[src/rtl/hpm_pkg.sv]
package hpm_pkg;

    localparam int HP_DATA_W = 16;
    localparam int HP_CTRL_W = 2;

    typedef enum logic [2:0] {
        ST_IDLE,
        ST_LEAD1,
        ST_LEAD2,
        ST_SEL,
        ST_ADDR,
        ST_WAIT,
        ST_STROBE,
        ST_CLOSE
    } hp_state_e;

    typedef struct packed {
        logic cs_n;
        logic as_n;
        logic ds_n;
        logic rnw;
    } hp_pins_t;

    // Pin levels that belong to a state; wr selects the direction level.
    function automatic hp_pins_t pins_for(hp_state_e s, logic wr);
        hp_pins_t p;
        p.cs_n = 1'b1;
        p.as_n = 1'b1;
        p.ds_n = 1'b1;
        p.rnw  = ~wr;
        case (s)
            ST_IDLE:   p.rnw  = 1'b1;
            ST_SEL:    p.cs_n = 1'b0;
            ST_ADDR,
            ST_WAIT: begin
                p.cs_n = 1'b0;
                p.as_n = 1'b0;
            end
            ST_STROBE: begin
                p.cs_n = 1'b0;
                p.as_n = 1'b0;
                p.ds_n = 1'b0;
            end
            default: ;
        endcase
        return p;
    endfunction

    // Enable register window. It is issued one state early, because the
    // output-enable stage adds a register of delay and a one-cycle stretch.
    function automatic logic drive_window(hp_state_e s, logic wr);
        logic en;
        en = 1'b0;
        case (s)
            ST_LEAD2:       en = 1'b1;
            ST_SEL, ST_ADDR: en = wr;
            default:        en = 1'b0;
        endcase
        return en;
    endfunction

endpackage

[src/rtl/hpm_insync.sv]
module hpm_insync #(
    parameter int W = 1
) (
    input  logic         clk,
    input  logic         rst,
    input  logic [W-1:0] d,
    output logic [W-1:0] q
);
    always_ff @(posedge clk) begin
        if (rst) q <= '0;
        else     q <= d;
    end
endmodule

[src/rtl/hpm_oe_stage.sv]
module hpm_oe_stage (
    input  logic clk,
    input  logic rst,
    input  logic en_i,
    output logic oe_o
);
    logic en_d;

    always_ff @(posedge clk) begin
        if (rst) begin
            en_d <= 1'b0;
            oe_o <= 1'b0;
        end else begin
            en_d <= en_i;
            oe_o <= en_i | en_d;
        end
    end

    // the pad follows the enable one cycle later
    assert_oe_follows_R6: assert property (@(posedge clk) disable iff (rst)
        en_i |=> oe_o);

    // the drive window outlasts the enable by one cycle
    assert_oe_stretch_R6: assert property (@(posedge clk) disable iff (rst)
        $fell(en_i) |=> oe_o);
endmodule

[src/rtl/hpm_seq.sv]
module hpm_seq
    import hpm_pkg::*;
#(
    parameter int DATA_W = HP_DATA_W,
    parameter int CTRL_W = HP_CTRL_W
) (
    input  logic              clk,
    input  logic              rst,
    input  logic              req_valid,
    input  logic              req_write,
    input  logic [CTRL_W-1:0] req_ctrl,
    input  logic [DATA_W-1:0] req_wdata,
    input  logic              rdy_q,
    input  logic [DATA_W-1:0] bus_in,
    output logic              grant,
    output logic              done,
    output logic [DATA_W-1:0] rdata,
    output hp_pins_t          pins,
    output logic              drv_en,
    output logic [DATA_W-1:0] dout
);
    localparam int PAD_W = DATA_W - CTRL_W;

    hp_state_e         state, state_n;
    logic              wr_q, wr_n;
    logic [CTRL_W-1:0] ctl_q, ctl_n;
    logic [DATA_W-1:0] wdat_q, wdat_n;
    logic              accept;

    assign accept = (state == ST_IDLE) && req_valid;

    always_comb begin
        wr_n   = accept ? req_write : wr_q;
        ctl_n  = accept ? req_ctrl  : ctl_q;
        wdat_n = accept ? req_wdata : wdat_q;
    end

    always_comb begin
        state_n = state;
        case (state)
            ST_IDLE:   if (req_valid) state_n = ST_LEAD1;
            ST_LEAD1:  state_n = ST_LEAD2;
            ST_LEAD2:  state_n = ST_SEL;
            ST_SEL:    state_n = ST_ADDR;
            ST_ADDR:   state_n = wr_q ? ST_STROBE : ST_WAIT;
            ST_WAIT:   if (rdy_q) state_n = ST_STROBE;
            ST_STROBE: state_n = ST_CLOSE;
            ST_CLOSE:  state_n = ST_IDLE;
            default:   state_n = ST_IDLE;
        endcase
    end

    // Every pin value is computed from the next state and stored, so each
    // pin leaves a flop.
    always_ff @(posedge clk) begin
        if (rst) begin
            state  <= ST_IDLE;
            wr_q   <= 1'b0;
            ctl_q  <= '0;
            wdat_q <= '0;
            pins   <= '{cs_n: 1'b1, as_n: 1'b1, ds_n: 1'b1, rnw: 1'b1};
            drv_en <= 1'b0;
            dout   <= '0;
            grant  <= 1'b0;
            done   <= 1'b0;
            rdata  <= '0;
        end else begin
            state  <= state_n;
            wr_q   <= wr_n;
            ctl_q  <= ctl_n;
            wdat_q <= wdat_n;
            pins   <= pins_for(state_n, wr_n);
            drv_en <= drive_window(state_n, wr_n);
            if (state_n == ST_SEL || state_n == ST_ADDR)
                dout <= {{PAD_W{1'b0}}, ctl_n};
            else
                dout <= wdat_n;
            grant  <= accept;
            done   <= (state_n == ST_CLOSE);
            if (state == ST_STROBE && !wr_q)
                rdata <= bus_in;
        end
    end

    // direction settled for two cycles when select falls
    assert_rnw_lead_R2: assert property (@(posedge clk) disable iff (rst)
        $fell(pins.cs_n) |-> (pins.rnw == $past(pins.rnw) && pins.rnw == $past(pins.rnw, 2)));

    // a write direction changes exactly two cycles ahead of select
    assert_rnw_edge_R2: assert property (@(posedge clk) disable iff (rst)
        ($fell(pins.cs_n) && !pins.rnw) |-> $past(pins.rnw, 3));

    // address strobe one cycle after select
    assert_as_after_cs_R3: assert property (@(posedge clk) disable iff (rst)
        $fell(pins.as_n) |-> (!pins.cs_n && !$past(pins.cs_n) && $past(pins.cs_n, 2)));

    // write data strobe one cycle after the address strobe
    assert_wr_ds_R4: assert property (@(posedge clk) disable iff (rst)
        ($fell(pins.ds_n) && !pins.rnw) |-> (!$past(pins.as_n) && $past(pins.as_n, 2)));

    // data strobe is a single-cycle low pulse
    assert_ds_width_R4: assert property (@(posedge clk) disable iff (rst)
        !pins.ds_n |=> pins.ds_n);

    // read data strobe only after registered ready
    assert_rd_ready_R7: assert property (@(posedge clk) disable iff (rst)
        ($fell(pins.ds_n) && pins.rnw) |-> $past(rdy_q));

    // done is a lone pulse with the interface quiet
    assert_done_quiet_R9: assert property (@(posedge clk) disable iff (rst)
        done |-> (pins.cs_n && pins.as_n && pins.ds_n));

    assert_done_pulse_R9: assert property (@(posedge clk) disable iff (rst)
        done |=> !done);
endmodule

[src/rtl/hpm_master.sv]
module hpm_master
    import hpm_pkg::*;
#(
    parameter int DATA_W = HP_DATA_W,
    parameter int CTRL_W = HP_CTRL_W
) (
    input  logic              clk,
    input  logic              rst,
    input  logic              req_valid,
    input  logic              req_write,
    input  logic [CTRL_W-1:0] req_ctrl,
    input  logic [DATA_W-1:0] req_wdata,
    output logic              req_grant,
    output logic              rsp_done,
    output logic [DATA_W-1:0] rsp_rdata,
    output logic              hp_cs_n,
    output logic              hp_as_n,
    output logic              hp_ds_n,
    output logic              hp_rnw,
    output logic [DATA_W-1:0] hp_dout,
    output logic              hp_oe,
    input  logic [DATA_W-1:0] hp_din,
    input  logic              hp_ready,
    input  logic              hp_ack,
    input  logic              hp_svc,
    output logic              ack_seen,
    output logic              svc_pending
);
    localparam int N_HS = 3;

    logic [N_HS-1:0] hs_raw, hs_q;
    hp_pins_t        pins;
    logic            drv_en;

    assign hs_raw = {hp_svc, hp_ack, hp_ready};

    for (genvar g = 0; g < N_HS; g++) begin : g_hs
        hpm_insync #(.W(1)) u_sync (
            .clk (clk),
            .rst (rst),
            .d   (hs_raw[g]),
            .q   (hs_q[g])
        );
    end

    hpm_seq #(.DATA_W(DATA_W), .CTRL_W(CTRL_W)) u_seq (
        .clk       (clk),
        .rst       (rst),
        .req_valid (req_valid),
        .req_write (req_write),
        .req_ctrl  (req_ctrl),
        .req_wdata (req_wdata),
        .rdy_q     (hs_q[0]),
        .bus_in    (hp_din),
        .grant     (req_grant),
        .done      (rsp_done),
        .rdata     (rsp_rdata),
        .pins      (pins),
        .drv_en    (drv_en),
        .dout      (hp_dout)
    );

    hpm_oe_stage u_oe (
        .clk  (clk),
        .rst  (rst),
        .en_i (drv_en),
        .oe_o (hp_oe)
    );

    assign hp_cs_n     = pins.cs_n;
    assign hp_as_n     = pins.as_n;
    assign hp_ds_n     = pins.ds_n;
    assign hp_rnw      = pins.rnw;
    assign ack_seen    = hs_q[1];
    assign svc_pending = hs_q[2];

    // the pad is released while the data strobe of a read is low
    assert_no_clash_R6: assert property (@(posedge clk) disable iff (rst)
        (!hp_ds_n && hp_rnw) |-> !hp_oe);

    // registered handshake copies
    assert_ack_reg_R10: assert property (@(posedge clk) disable iff (rst)
        ack_seen == $past(hp_ack));
endmodule

[config.mk]
export PLATFORM = sky130hd
export DESIGN_NAME = hpm_master
export DESIGN_NICKNAME = d
export VERILOG_FILES = /design/src/rtl/hpm_pkg.sv /design/src/rtl/hpm_insync.sv /design/src/rtl/hpm_oe_stage.sv /design/src/rtl/hpm_seq.sv /design/src/rtl/hpm_master.sv
export SDC_FILE = /design/constraint.sdc
export NUM_CORES = 1
export LEC_CHECK = 0
export CAP_MARGIN = 10
export CORE_MARGIN = 3
export CORE_UTILIZATION = 43
export CTS_CLUSTER_SIZE = 24
export DETAILED_ROUTE_END_ITERATION = 7
export PLACE_DENSITY = 0.75
export SLEW_MARGIN = 20
export SYNTH_ARGS = -nofsm -noshare
export SYNTH_HDL_FRONTEND = slang
export SYNTH_SLANG_ARGS = --single-unit
[constraint.sdc]
create_clock -name clk -period 2 [get_ports clk]
set_input_delay 0.4 -clock clk [delete_from_list [all_inputs] [get_ports clk]]
set_output_delay 0.4 -clock clk [all_outputs]
set_load 0.005 [all_outputs]
==> results of run 1 <==
[final cells by class]
type / count / area, µm²
Inverter: 2 / 7.507
Multi-Input combinational cell: 143 / 802.0
Clock inverter: 7 / 78.83
Timing Repair Buffer: 88 / 858.3
Tap cell: 67 / 83.83
Fill cell: 386 / 1573
Sequential cell: 66 / 1321
Clock buffer: 9 / 123.9
[power breakdown]
part / switching [mW] / internal [mW] / leakage, nW
clock: 0.518 / 0.586 / 0.104
sequential: 0.0359 / 1.40 / 0.539
combinational: 0.153 / 0.223 / 0.604
total: 0.707 / 2.20 / 1.25
[worst reg2reg max path, delay by kind of cell, from the launching register on]
kind | cells | cell delay [ns]
flops | 1 | 0.47
mux | 1 | 0.32
buf+inv | 1 | 0.37
compound gates | 1 | 0.10
simple gates | 1 | 0.33
[sequential cells by signal, indices dropped and copies added (netlist names)]
| signal | count |
|---|---|
| u_seq.pins | 4 |
| u_seq.wdat_q | 16 |
| u_seq.dout | 16 |
| u_seq.grant | 1 |
| u_seq.ctl_q | 2 |
| u_oe.oe_o | 1 |
| u_seq.wr_q | 1 |
| u_seq.done | 1 |
| u_seq.rdata | 16 |
| g_hs.u_sync.q | 3 |
| u_seq.drv_en | 1 |
| u_seq.state | 3 |
| u_oe.en_d | 1 |
[synthesized netlist by cell type (2+ instances only)]
cell / count
a211oi_1: 3
a21o_1: 2
a21oi_1: 19
buf_2: 3
clkbuf_1: 10
dfxtp_1: 66
inv_1: 2
mux2i_1: 19
nand2_1: 35
nand2b_1: 4
nor2_1: 40
nor2b_1: 7
[metal layers]
metal / global-route usage, % / share of wire, % / vias up
li1: - / - / 912
met1: 20.04 / 43 / 790
met2: 26.68 / 49 / 50
met3: 5.800 / 6.8 / 7
met4: 9.075 / 1.5 / 0
met5: 0 / 0 / -
[worst max-delay path by stage]
stage | end | slack [ns] | depth (start not counted)
after floorplan | u_seq.wdat_q[4] | 0.57 | 5
after global placement | u_seq.dout[1] | -0.0007 | 5
after detailed placement | u_seq.dout[0] | -0.09 | 5
after CTS | u_seq.dout[0] | 0.27 | 5
after global routing | u_seq.dout[0] | 0.16 | 5
final | u_seq.dout[0] | 0.28 | 5
[kinds of logic after synthesis]
family / after synthesis / share of synthesized area (%)
simple gates: 95 / 19.74
flops: 66 / 60.07
compound gates: 29 / 7.793
mux: 19 / 8.646
buf+inv: 18 / 3.754
[stage by stage]
| step | hold slack (ns) | setup WS, ns | instances |
|---|---|---|---|
| after CTS | 0.4525 | 0.2710 | 382 |
| after global placement | 0.4260 | -0.0007433 | 366 |
| after detailed placement | 0.4350 | -0.09370 | 366 |
| final | 0.4461 | 0.2777 | 382 |
| after floorplan | 0.4158 | 0.5732 | 227 |
| after global routing | 0.4794 | 0.1618 | 382 |
==> results by group, run 1 <==
Run status
  • Status: finished clean

Worst setup path
  • Delay-heaviest family, CP: buffers and inverters
  • Worst stage delay on the critical path: 0.49 ns
  • Slowest CP cell: clkdlybuf4s50_1
  • Crit-path cells: clkdlybuf4s50_1 > nor4b_4 > buf_4 > mux2i_1 > a211oi_1
  • Worst r2r src: u_seq.state[0]
  • CP Launch Type: input pin
  • Crit path kind: in -> reg
  • Worst R2R Path Depth: 4
  • Critical path buffers and inverters: 2
  • Crit path arrival time: 1.92 ns
  • Crit path from: req_valid
  • Worst reg2reg setup slack: 0.29 ns
  • Data required, critical path: approximately 2.2 ns
  • Setup crit end kind: flop
  • Reg2Reg Capture Point: u_seq.dout[0]
  • CP max FO: 19

Run
  • Max Cap Viol: 0

Yosys
  • Mapped Nets: 268
  • Synth Register Bits: 66
  • Fraction of registers with async set/reset: 0%
  • Post-synth EDFFs: 0
  • Syn_area_per_cell: 9.690 µm²
  • Synthesis Warnings: 0
  • Synth Flop Type: dfxtp_1
  • Leading area contributor after synthesis: dfxtp_1
  • Synthesized area: about 2200 µm²
  • Sequential area share after synthesis: 60.07%
  • Post-synth top area share: 60.07%
  • Unique masters post-synth: 29
  • Area contributors post-synth: dfxtp_1 60%, mux2i_1 8.6%, nor2_1 6.8%
  • Cells after Synth: roughly 230

Timing
  • Slew HR: 64.21%
  • Fmax: just under 600 MHz
  • Final setup vio count: 0
  • Setup TNS: 0 ns
  • Tcrit/Tclk final: 86.12%
  • Slew @ Worst Pin: about 0.54 ns
  • Fin. Hold Viols: 0
  • Slew Limit Fails: 0
  • RSZ-0062 raised after global routing: no
  • Post-route clock skew: a little under 0.01 ns
  • Min Tclk post-route: 1.722 ns

Detailed routing
  • Drt total wl: around 4.7 mm
  • Vias: 1759
  • Vias/cell: 4.605
  • Number of DRC markers in iteration 0: 83
  • # DRC: 0
  • Routed Antenna Nets: 0
  • Drt pass-1 iters: 4
  • Avg WL per Cell: 12.34 µm

Min path
  • Hold depth: 2
  • Worst Hold Launch: u_oe.en_d
  • Worst hold path class: reg -> reg
  • Hold worst-path end: u_oe.oe_o

Place
  • Port Buffer Count: 81
  • Dpl cell area: between 3000 and 4000 µm²
  • Final GP Congestion: roughly 0.78
  • HPWL after DPL: 3.364 mm

Clocking
  • Root buffer cell: clkbuf_8
  • Cts bufs inserted: 9
  • Clock Sinks: between 60 and 70
  • Number of post-CTS setup repair buffers: 0
  • TritonCTS clock tree: built
  • CTS H-tree lvls: 3
  • CTS Hold Bufs: 0
  • Clk_lat worst skew: approximately 0.33 ns
  • Worst-path clk slew: 0.07 ns
  • Clock tree buffer depth: 2
  • Post_cts resized: 0

GRT
  • First-pass GRT wire length: just under 8 mm
  • Number of global-route vias before repair: 1763
  • GR Util All Layers: around 17%
  • Initial antenna violation count: 0
  • Total gr overflow: 0
  • Pin count of the biggest net entering global routing: 28

Floorplanning
  • Site Rows: 25
  • # IOs: slightly above 80
  • Die area: 6009 µm²
  • Starting Density: 45.37%
  • DIE WIDTH: 77.52 µm
  • Die H: 77.52 µm
  • Core ar.: between 4000 and 5000 µm²

Final layout
  • Area Growth Syn to Fin: 48.92%
  • Nets: 351
  • # diodes: 0
  • Final Core Density: about two thirds
  • Finished Cell Area: 3276 µm²
  • Commonest cells after routing, fill and taps aside: 80 x clkdlybuf4s50_1, 66 x dfxtp_1, 40 x nor2_1
  • Commonest non-fill, non-tap cell in the layout: clkdlybuf4s50_1
  • Share of cells above drive strength 1: 8.571%

Power
  • Static leakage: 1.247 nW
  • Total power draw: 2.912 mW
  • Worst vdd ir: between 0.0005 and 0.0006 V
  • Pwr dens: 888.9 nW/µm²
Power figures use the tool's default switching activity.
==> run 2: changes to the inputs <==
--- a/config.mk
+++ b/config.mk
@@ -7,10 +7,11 @@
 export LEC_CHECK = 0
 export CAP_MARGIN = 10
 export CORE_MARGIN = 3
-export CORE_UTILIZATION = 43
+export CORE_UTILIZATION = 60
 export CTS_CLUSTER_SIZE = 24
 export DETAILED_ROUTE_END_ITERATION = 7
-export PLACE_DENSITY = 0.75
+export DONT_BUFFER_PORTS = 1
+export PLACE_DENSITY = 0.73
 export SLEW_MARGIN = 20
 export SYNTH_ARGS = -nofsm -noshare
 export SYNTH_HDL_FRONTEND = slang
==> run 2 against run 1 <==
Die area shrank 26%. Global-route usage grew 3.9 points. Critical endpoint is now u_seq.rdata[11]. First-iteration DRC count grew 24%. Combinational power shrank 48%. Largest cell class unchanged.
==> results by group, run 2 (synthesized netlist as in run 1, its figures left out) <==
Timing
  • Setup TNS: 0 ns (unchanged)
  • Post-route clock skew: 0.005955 ns (-0.003850 ns)
  • Tcrit/Tclk final: 84.36% (-1.8 points)
  • Slew Limit Fails: 0 (unchanged)
  • Slew @ Worst Pin: 0.6560 ns (+0.1191 ns)
  • Fin. Hold Viols: 0 (unchanged)
  • Min Tclk post-route: 1.687 ns (-0.03517 ns)
  • Final setup vio count: 0 (unchanged)
  • RSZ-0062 raised after global routing: no
  • Fmax: 592.7 MHz (+2.1%)
  • Slew HR: 56.02% (-8.2 points)

Floorplanning
  • Die area: 4428 µm² (-26%)
  • Die H: 66.55 µm (-14%)
  • DIE WIDTH: 66.55 µm (-14%)
  • Core ar.: 3442 µm² (-29%)
  • Site Rows: 21 (-16%)
  • Starting Density: 63.90% (+19 points)
  • # IOs: 82 (unchanged)

Power
  • Register share of total power: 52.5% (+3.3 points)
  • Internal: 2.128 mW (-3.4%)
  • Comb pwr share: 7.1% (-5.8 points)
  • Sw power: 0.6260 mW (-11%)
  • Sw frac: 22.73% (-1.6 points)
  • Clock power frac: 40.4% (+2.5 points)
  • Worst vdd ir: 0.0009494 V (+77%)
  • Total power draw: 2.754 mW (-5.4%)
  • Static leakage: 0.9208 nW (-26%)
  • Pwr dens: 1140 nW/µm² (+28%)

Final layout
  • Sequential cell area: 1321 µm² (unchanged)
  • Area Growth Syn to Fin: 9.841%
  • Nets: 266 (-24%)
  • Commonest non-fill, non-tap cell in the layout: dfxtp_1
  • Commonest cells after routing, fill and taps aside: 66 x dfxtp_1, 40 x nor2_1, 35 x nand2_1
  • Share of cells above drive strength 1: 9.130% (+0.56 points)
  • # diodes: 0 (unchanged)
  • Largest registers: u_seq.dout: 16 flops, u_seq.rdata: 16 flops, u_seq.wdat_q: 16 flops
  • Multi-input logic area: 802.0 µm² (unchanged)
  • Finished Cell Area: 2416 µm² (-26%)
  • Fill count: 252 (-35%)

Worst setup path
  • Worst R2R Path Depth: 3 (-1)
  • Worst stage delay on the critical path: 0.61 ns (+0.12 ns)
  • Critical path buffers and inverters: 0 (-2)
  • Data required, critical path: 2.22 ns (+0.02 ns)
  • Reg2Reg Capture Point: u_seq.rdata[11]
  • Crit path arrival time: 1.91 ns (about the same)
  • CP max FO: 16 (-3)
  • Setup crit end kind: flop
  • Crit path kind: reg -> reg
  • CP Launch Type: flop
  • Delay-heaviest family, CP: simple AND/OR/NAND/NOR gates
  • Worst reg2reg setup slack: 0.31 ns (+0.02 ns)
  • Slowest CP cell: nand4bb_1
  • Crit-path cells: nand4bb_1 > nand2_1 > a21oi_1
  • Worst r2r src: u_seq.state[2]

Min path
  • Worst Hold Launch: rst
  • Worst hold path class: in -> reg
  • Hold depth: 1 (-1)
  • Hold worst-path end: g_hs[2].u_sync.q

Place
  • Final GP Congestion: 0.7873 (+1.0%)
  • Dpl cell area: 2211 µm² (-28%)
  • HPWL after DPL: 2.967 mm (-12%)
  • Port Buffer Count: 0 (-100%)

GRT
  • Initial antenna violation count: 0 (unchanged)
  • Number of global-route vias before repair: 1433 (-19%)
  • Total gr overflow: 0 (unchanged)
  • Pin count of the biggest net entering global routing: 53 (+89%)
  • GR Util All Layers: 20.77% (+3.9 points)
  • First-pass GRT wire length: 6.693 mm (-16%)

Run
  • Max Cap Viol: 0 (unchanged)

Run status
  • Status: finished clean

Detailed routing
  • Number of DRC markers in iteration 0: 103 (+24%)
  • Vias: 1507 (-14%)
  • Vias/cell: 5.460 (+19%)
  • Drt pass-1 iters: 4 (unchanged)
  • # DRC: 0 (unchanged)
  • Drt total wl: 4.240 mm (-10%)
  • Routed Antenna Nets: 0 (unchanged)
  • Avg WL per Cell: 15.36 µm (+25%)

Clocking
  • Clock tree buffer depth: 2 (unchanged)
  • CTS H-tree lvls: 3 (unchanged)
  • Clock Sinks: 66 (unchanged)
  • Post_cts resized: 0 (unchanged)
  • Root buffer cell: clkbuf_8
  • TritonCTS clock tree: built
  • CTS Hold Bufs: 0 (unchanged)
  • Worst-path clk slew: 0.07 ns (about the same)
  • Number of post-CTS setup repair buffers: 0 (unchanged)
  • Clk_lat worst skew: 0.33 ns (about the same)
  • Cts bufs inserted: 9 (unchanged)
-- run 2: changes by cell type in the layout (fill, tap and decap cells not counted) --
cell and change:
clkinv_4 -4, buf_2 -1, buf_4 -4, clkbuf_1 +1, clkinvlp_4 +2, clkdlybuf4s50_1 -80
clkbuf_8 +2, inv_6 -1
-- run 2: how the worst max path moves through the flow --
stage | from | endpoint | slack [ns] | depth (start not counted)
2_1_floorplan | u_seq.state[1] | u_seq.wdat_q[4] | 0.57 | 5
3_3_place_gp | u_seq.state[2] | u_seq.dout[0] | 0.42 | 4
3_5_place_dp | u_seq.state[2] | u_seq.rdata[11] | 0.31 | 3
4_1_cts | u_seq.state[2] | u_seq.rdata[11] | 0.30 | 3
5_1_grt | u_seq.state[2] | u_seq.rdata[3] | 0.08 | 3
6_report | u_seq.state[2] | u_seq.rdata[11] | 0.31 | 3
-- run 2: power groups by stage --
stage | Combinational (mW) | Sequential (mW) | Clock [mW]
6_report | 0.196 | 1.45 | 1.11
5_1_grt | 0.222 | 1.46 | 1.20
4_1_cts | 0.198 | 1.45 | 1.13
3_5_place_dp | 0.196 | 1.48 | 0
3_3_place_gp | 0.184 | 1.47 | 0
2_1_floorplan | 0.190 | 1.46 | 0
-- run 2: area by class of cell --
cell class / instances / share of cell area, %
Sequential cell: 66 / 54.69
Multi-Input combinational cell: 143 / 33.20
Clock buffer: 12 / 6.422
Tap cell: 46 / 2.382
Clock inverter: 4 / 2.071
Timing Repair Buffer: 3 / 0.9322
Inverter: 2 / 0.3107
-- run 2: through the flow --
step	instances	util (%)	setup WS, ns	hold WS, ns
CTS	276	70.19	0.3021	0.1171
floorplan	227	-	0.5732	0.4158
detailed placement	260	64.23	0.3126	0.4536
finish	276	70.19	0.3129	0.1358
global route	276	70.19	0.08151	0.1098
global placement	260	64.23	0.4199	0.4491
-- run 2: worst register-to-register path: cells and delay by family (launching register included) --
family | cells | cell delay (ns)
compound gates | 1 | 0.10
flops | 1 | 0.60
simple gates | 2 | 0.88
-- run 2: metal layers --
metal / global-route usage (%) / share of wire, % / vias up / wire (µm)
li1: - / - / 736 / -
met1: 23.74 / 39 / 682 / 1637
met2: 32.05 / 49 / 73 / 2076
met3: 7.251 / 9.1 / 16 / 385
met4: 14.72 / 3.3 / 0 / 140
met5: 0 / 0 / - / 0
==> run 3: changes to the inputs <==
--- a/config.mk
+++ b/config.mk
@@ -7,11 +7,11 @@
 export LEC_CHECK = 0
 export CAP_MARGIN = 10
 export CORE_MARGIN = 3
-export CORE_UTILIZATION = 60
+export CORE_UTILIZATION = 54
 export CTS_CLUSTER_SIZE = 24
 export DETAILED_ROUTE_END_ITERATION = 7
 export DONT_BUFFER_PORTS = 1
-export PLACE_DENSITY = 0.73
+export PLACE_DENSITY = 0.69
 export SLEW_MARGIN = 20
 export SYNTH_ARGS = -nofsm -noshare
 export SYNTH_HDL_FRONTEND = slang
==> constraint.sdc (replaced) <==
create_clock -name clk -period 1.4 [get_ports clk]
set_input_delay 0.28 -clock clk [delete_from_list [all_inputs] [get_ports clk]]
set_output_delay 0.28 -clock clk [all_outputs]
set_load 0.005 [all_outputs]
==> run 3 against run 2 <==
The flow now finishes with violations (setup timing). Non-clock buffer count is 17 higher. Largest cell class unchanged. Via count grew 4.9%. Register-to-register slack got worse by 0.39 ns. Combinational power rose to 2.7 times the previous value. Sequential power up 43%. Largest power group unchanged. Power rose by 43%. Flip-flop and latch count stayed put. Critical path type unchanged. Global-route usage shrank 3.1 points. Clock-buffer cell count is the same. Maximum frequency is 14% higher. Wire length is 9.6% higher.
==> results by group, run 3 (synthesized netlist as in run 1, its figures left out) <==
Floorplanning
  • Starting Density: 57.91% (-6.0 points)
  • Die area: 4875 µm² (+10%)
  • # IOs: 82 (unchanged)
  • Core ar.: 3799 µm² (+10%)
  • Die H: 69.82 µm (+4.9%)
  • Site Rows: 22 (+4.8%)
  • DIE WIDTH: 69.82 µm (+4.9%)

Timing
  • Fmax: 675.9 MHz (+14%)
  • Tcrit/Tclk final: 105.7% (+21 points)
  • RSZ-0062 raised after global routing: yes
  • Fin Hold WS: 0.03169 ns (-0.1041 ns)
  • Worst setup margin: -0.07960 ns (-0.3925 ns)
  • Slew Limit Fails: 0 (unchanged)
  • Post-route clock skew: 0.009501 ns (+0.003547 ns)
  • Slew HR: 79.90% (+24 points)
  • Final setup vio count: 26 (+26)
  • Fin. Hold Viols: 0 (unchanged)
  • Min Tclk post-route: 1.480 ns (-0.2075 ns)
  • Slew @ Worst Pin: 0.3003 ns (-0.3557 ns)

Worst setup path
  • Crit path kind: reg -> reg
  • Crit-path cells: nor4b_4 > buf_6 > clkbuf_16 > mux2i_1 > nor2_1
  • Worst R2R Path Depth: 5 (+2)
  • Crit path arrival time: 1.68 ns (-0.23 ns)
  • Worst reg2reg setup slack: -0.08 ns (-0.39 ns)
  • Data required, critical path: 1.60 ns (-0.62 ns)
  • Setup crit end kind: flop
  • Delay-heaviest family, CP: simple AND/OR/NAND/NOR gates
  • Slowest CP cell: nor4b_4
  • CP Launch Type: flop
  • CP max FO: 5 (-11)
  • Critical path buffers and inverters: 2 (+2)
  • Worst stage delay on the critical path: 0.35 ns (-0.26 ns)
  • Reg2Reg Capture Point: u_seq.dout[2]
  • Worst r2r src: u_seq.state[2]

Power
  • Clock power frac: 34.2% (-6.2 points)
  • Comb pwr share: 13.3% (+6.2 points)
  • Static leakage: 1.022 nW (+11%)
  • Sw frac: 23.42% (+0.70 points)
  • Sw power: 0.9255 mW (+48%)
  • Pwr dens: 1428 nW/µm² (+25%)
  • Internal: 3.026 mW (+42%)
  • Register share of total power: 52.5% (about the same)
  • Worst vdd ir: 0.0008664 V (-8.7%)

GRT
  • Pin count of the biggest net entering global routing: 53 (unchanged)
  • Number of global-route vias before repair: 1399 (-2.4%)
  • Total gr overflow: 0 (unchanged)
  • GR Util All Layers: 17.66% (-3.1 points)
  • First-pass GRT wire length: 6.755 mm (+0.93%)
  • Initial antenna violation count: 0 (unchanged)

Final layout
  • Largest registers: u_seq.dout: 16 flops, u_seq.rdata: 16 flops, u_seq.wdat_q: 16 flops
  • Nets: 283 (+6.4%)
  • Multi-input logic area: 984.7 µm² (+23%)
  • Final Core Density: 72.86% (+2.7 points)
  • Non-filler cells in the finished layout: 294 (+6.5%)
  • Sequential cell area: 1324 µm² (+0.19%)
  • Commonest non-fill, non-tap cell in the layout: dfxtp_1
  • Fill count: 259 (+2.8%)
  • Share of cells above drive strength 1: 24.80% (+16 points)
  • Finished Cell Area: 2768 µm² (+15%)
  • # diodes: 0 (unchanged)
  • Commonest cells after routing, fill and taps aside: 64 x dfxtp_1, 37 x nor2_1, 35 x nand2_1
  • Area Growth Syn to Fin: 25.82%

Clocking
  • Worst-path clk slew: 0.07 ns (about the same)
  • CTS H-tree lvls: 3 (unchanged)
  • Clock tree buffer depth: 2 (unchanged)
  • TritonCTS clock tree: built
  • CTS Hold Bufs: 0 (unchanged)
  • Cts bufs inserted: 9 (unchanged)
  • Clk_lat worst skew: 0.32 ns (about the same)
  • Clock Sinks: 66 (unchanged)
  • Root buffer cell: clkbuf_8

Place
  • Post-Place Cells: 268 (+3.1%)
  • HPWL after DPL: 2.827 mm (-4.7%)
  • Port Buffer Count: 0 (unchanged)
  • Final GP Congestion: 0.8272 (+5.1%)
  • Dpl cell area: 2271 µm² (+2.7%)

Detailed routing
  • Drt total wl: 4.649 mm (+9.6%)
  • Vias/cell: 5.378 (-1.5%)
  • Vias: 1581 (+4.9%)
  • # DRC: 0 (unchanged)
  • Number of DRC markers in iteration 0: 78 (-24%)
  • Routed Antenna Nets: 0 (unchanged)
  • Avg WL per Cell: 15.81 µm (+2.9%)
  • Drt pass-1 iters: 4 (unchanged)

Min path
  • Worst hold path class: in -> reg
  • Hold depth: 1 (unchanged)
  • Worst Hold Launch: rst
  • Hold worst-path end: u_oe.en_d

Run status
  • Status: finished with violations
  • Failing checks: setup timing

Run
  • Max Cap Viol: 0 (unchanged)
run 3: cell count changes in the layout (fill, tap and decap cells not counted), moves of 3 or more:
| cell | change |
|---|---|
| buf_6 | +9 |
| buf_4 | +5 |
| mux2i_2 | +5 |
| nor2_1 | -3 |
| nor2_2 | +3 |
| mux2i_4 | +11 |
| mux2i_1 | -16 |
run 3: final cells by class:
class | instances | share of cell area, %
clock buffers | 12 | 5.606
multi-input cells | 143 | 35.58
inverters | 2 | 0.2712
repair buffers | 20 | 8.002
flip-flops and latches | 66 | 47.83
clock inverters | 3 | 0.5425
well taps | 48 | 2.170
run 3: power groups by stage:
| stage | Combinational, mW | Sequential, mW | Clock [mW] |
|---|---|---|---|
| detailed placement | 0.328 | 2.10 | 0 |
| global placement | 0.311 | 2.09 | 0 |
| CTS | 0.364 | 2.06 | 1.38 |
| global route | 0.570 | 2.08 | 1.47 |
| finish | 0.527 | 2.07 | 1.35 |
| floorplan | 0.274 | 2.08 | 0 |
run 3: worst register-to-register path, cell delays in order (launching register included):
cell and delay (ns):
dfxtp_2 0.34, nor4b_4 0.35, buf_6 0.19, clkbuf_16 0.16
mux2i_1 0.23, nor2_1 0.08
run 3: timing repair:
action | CTS | global route
resized for setup | 5 | 46
gates cloned | 0 | 2
endpoints found under the setup margin | 24 | 50
setup buffers | 4 | 5
hold endpoints to repair | 0 | 0
pin swaps | 1 | 3
run 3: worst max path at each step:
stage	from	end	slack, ns	cells past startpoint
after CTS	u_seq.state[0]	u_seq.pins[0]	-0.04	3
after detailed placement	u_seq.state[1]	u_seq.dout[7]	-0.15	5
after global routing	u_seq.state[2]	u_seq.dout[1]	-0.14	5
after floorplan	u_seq.state[1]	u_seq.wdat_q[4]	0.002	5
after global placement	u_seq.state[1]	u_seq.dout[7]	-0.04	5
final	u_seq.state[2]	u_seq.dout[2]	-0.08	5
run 3: layer usage:
metal,share of wire [%],routed length (µm),global-route usage [%]
met1,41,1891,22.14
met2,50,2339,25.50
met3,8.2,379,7.971
met4,0.82,38,8.936
met5,0,0,0
run 3: stage by stage:
| step | TNS (ns) | total power, mW | setup WS [ns] |
|---|---|---|---|
| 2_1_floorplan | 0 | 2.357 | 0.002497 |
| 3_3_place_gp | -0.5714 | 2.403 | -0.04379 |
| 3_5_place_dp | -1.978 | 2.423 | -0.1459 |
| 4_1_cts | -0.1722 | 3.797 | -0.03811 |
| 5_1_grt | -3.295 | 4.124 | -0.1371 |
| 6_report | -0.9333 | 3.951 | -0.07960 |
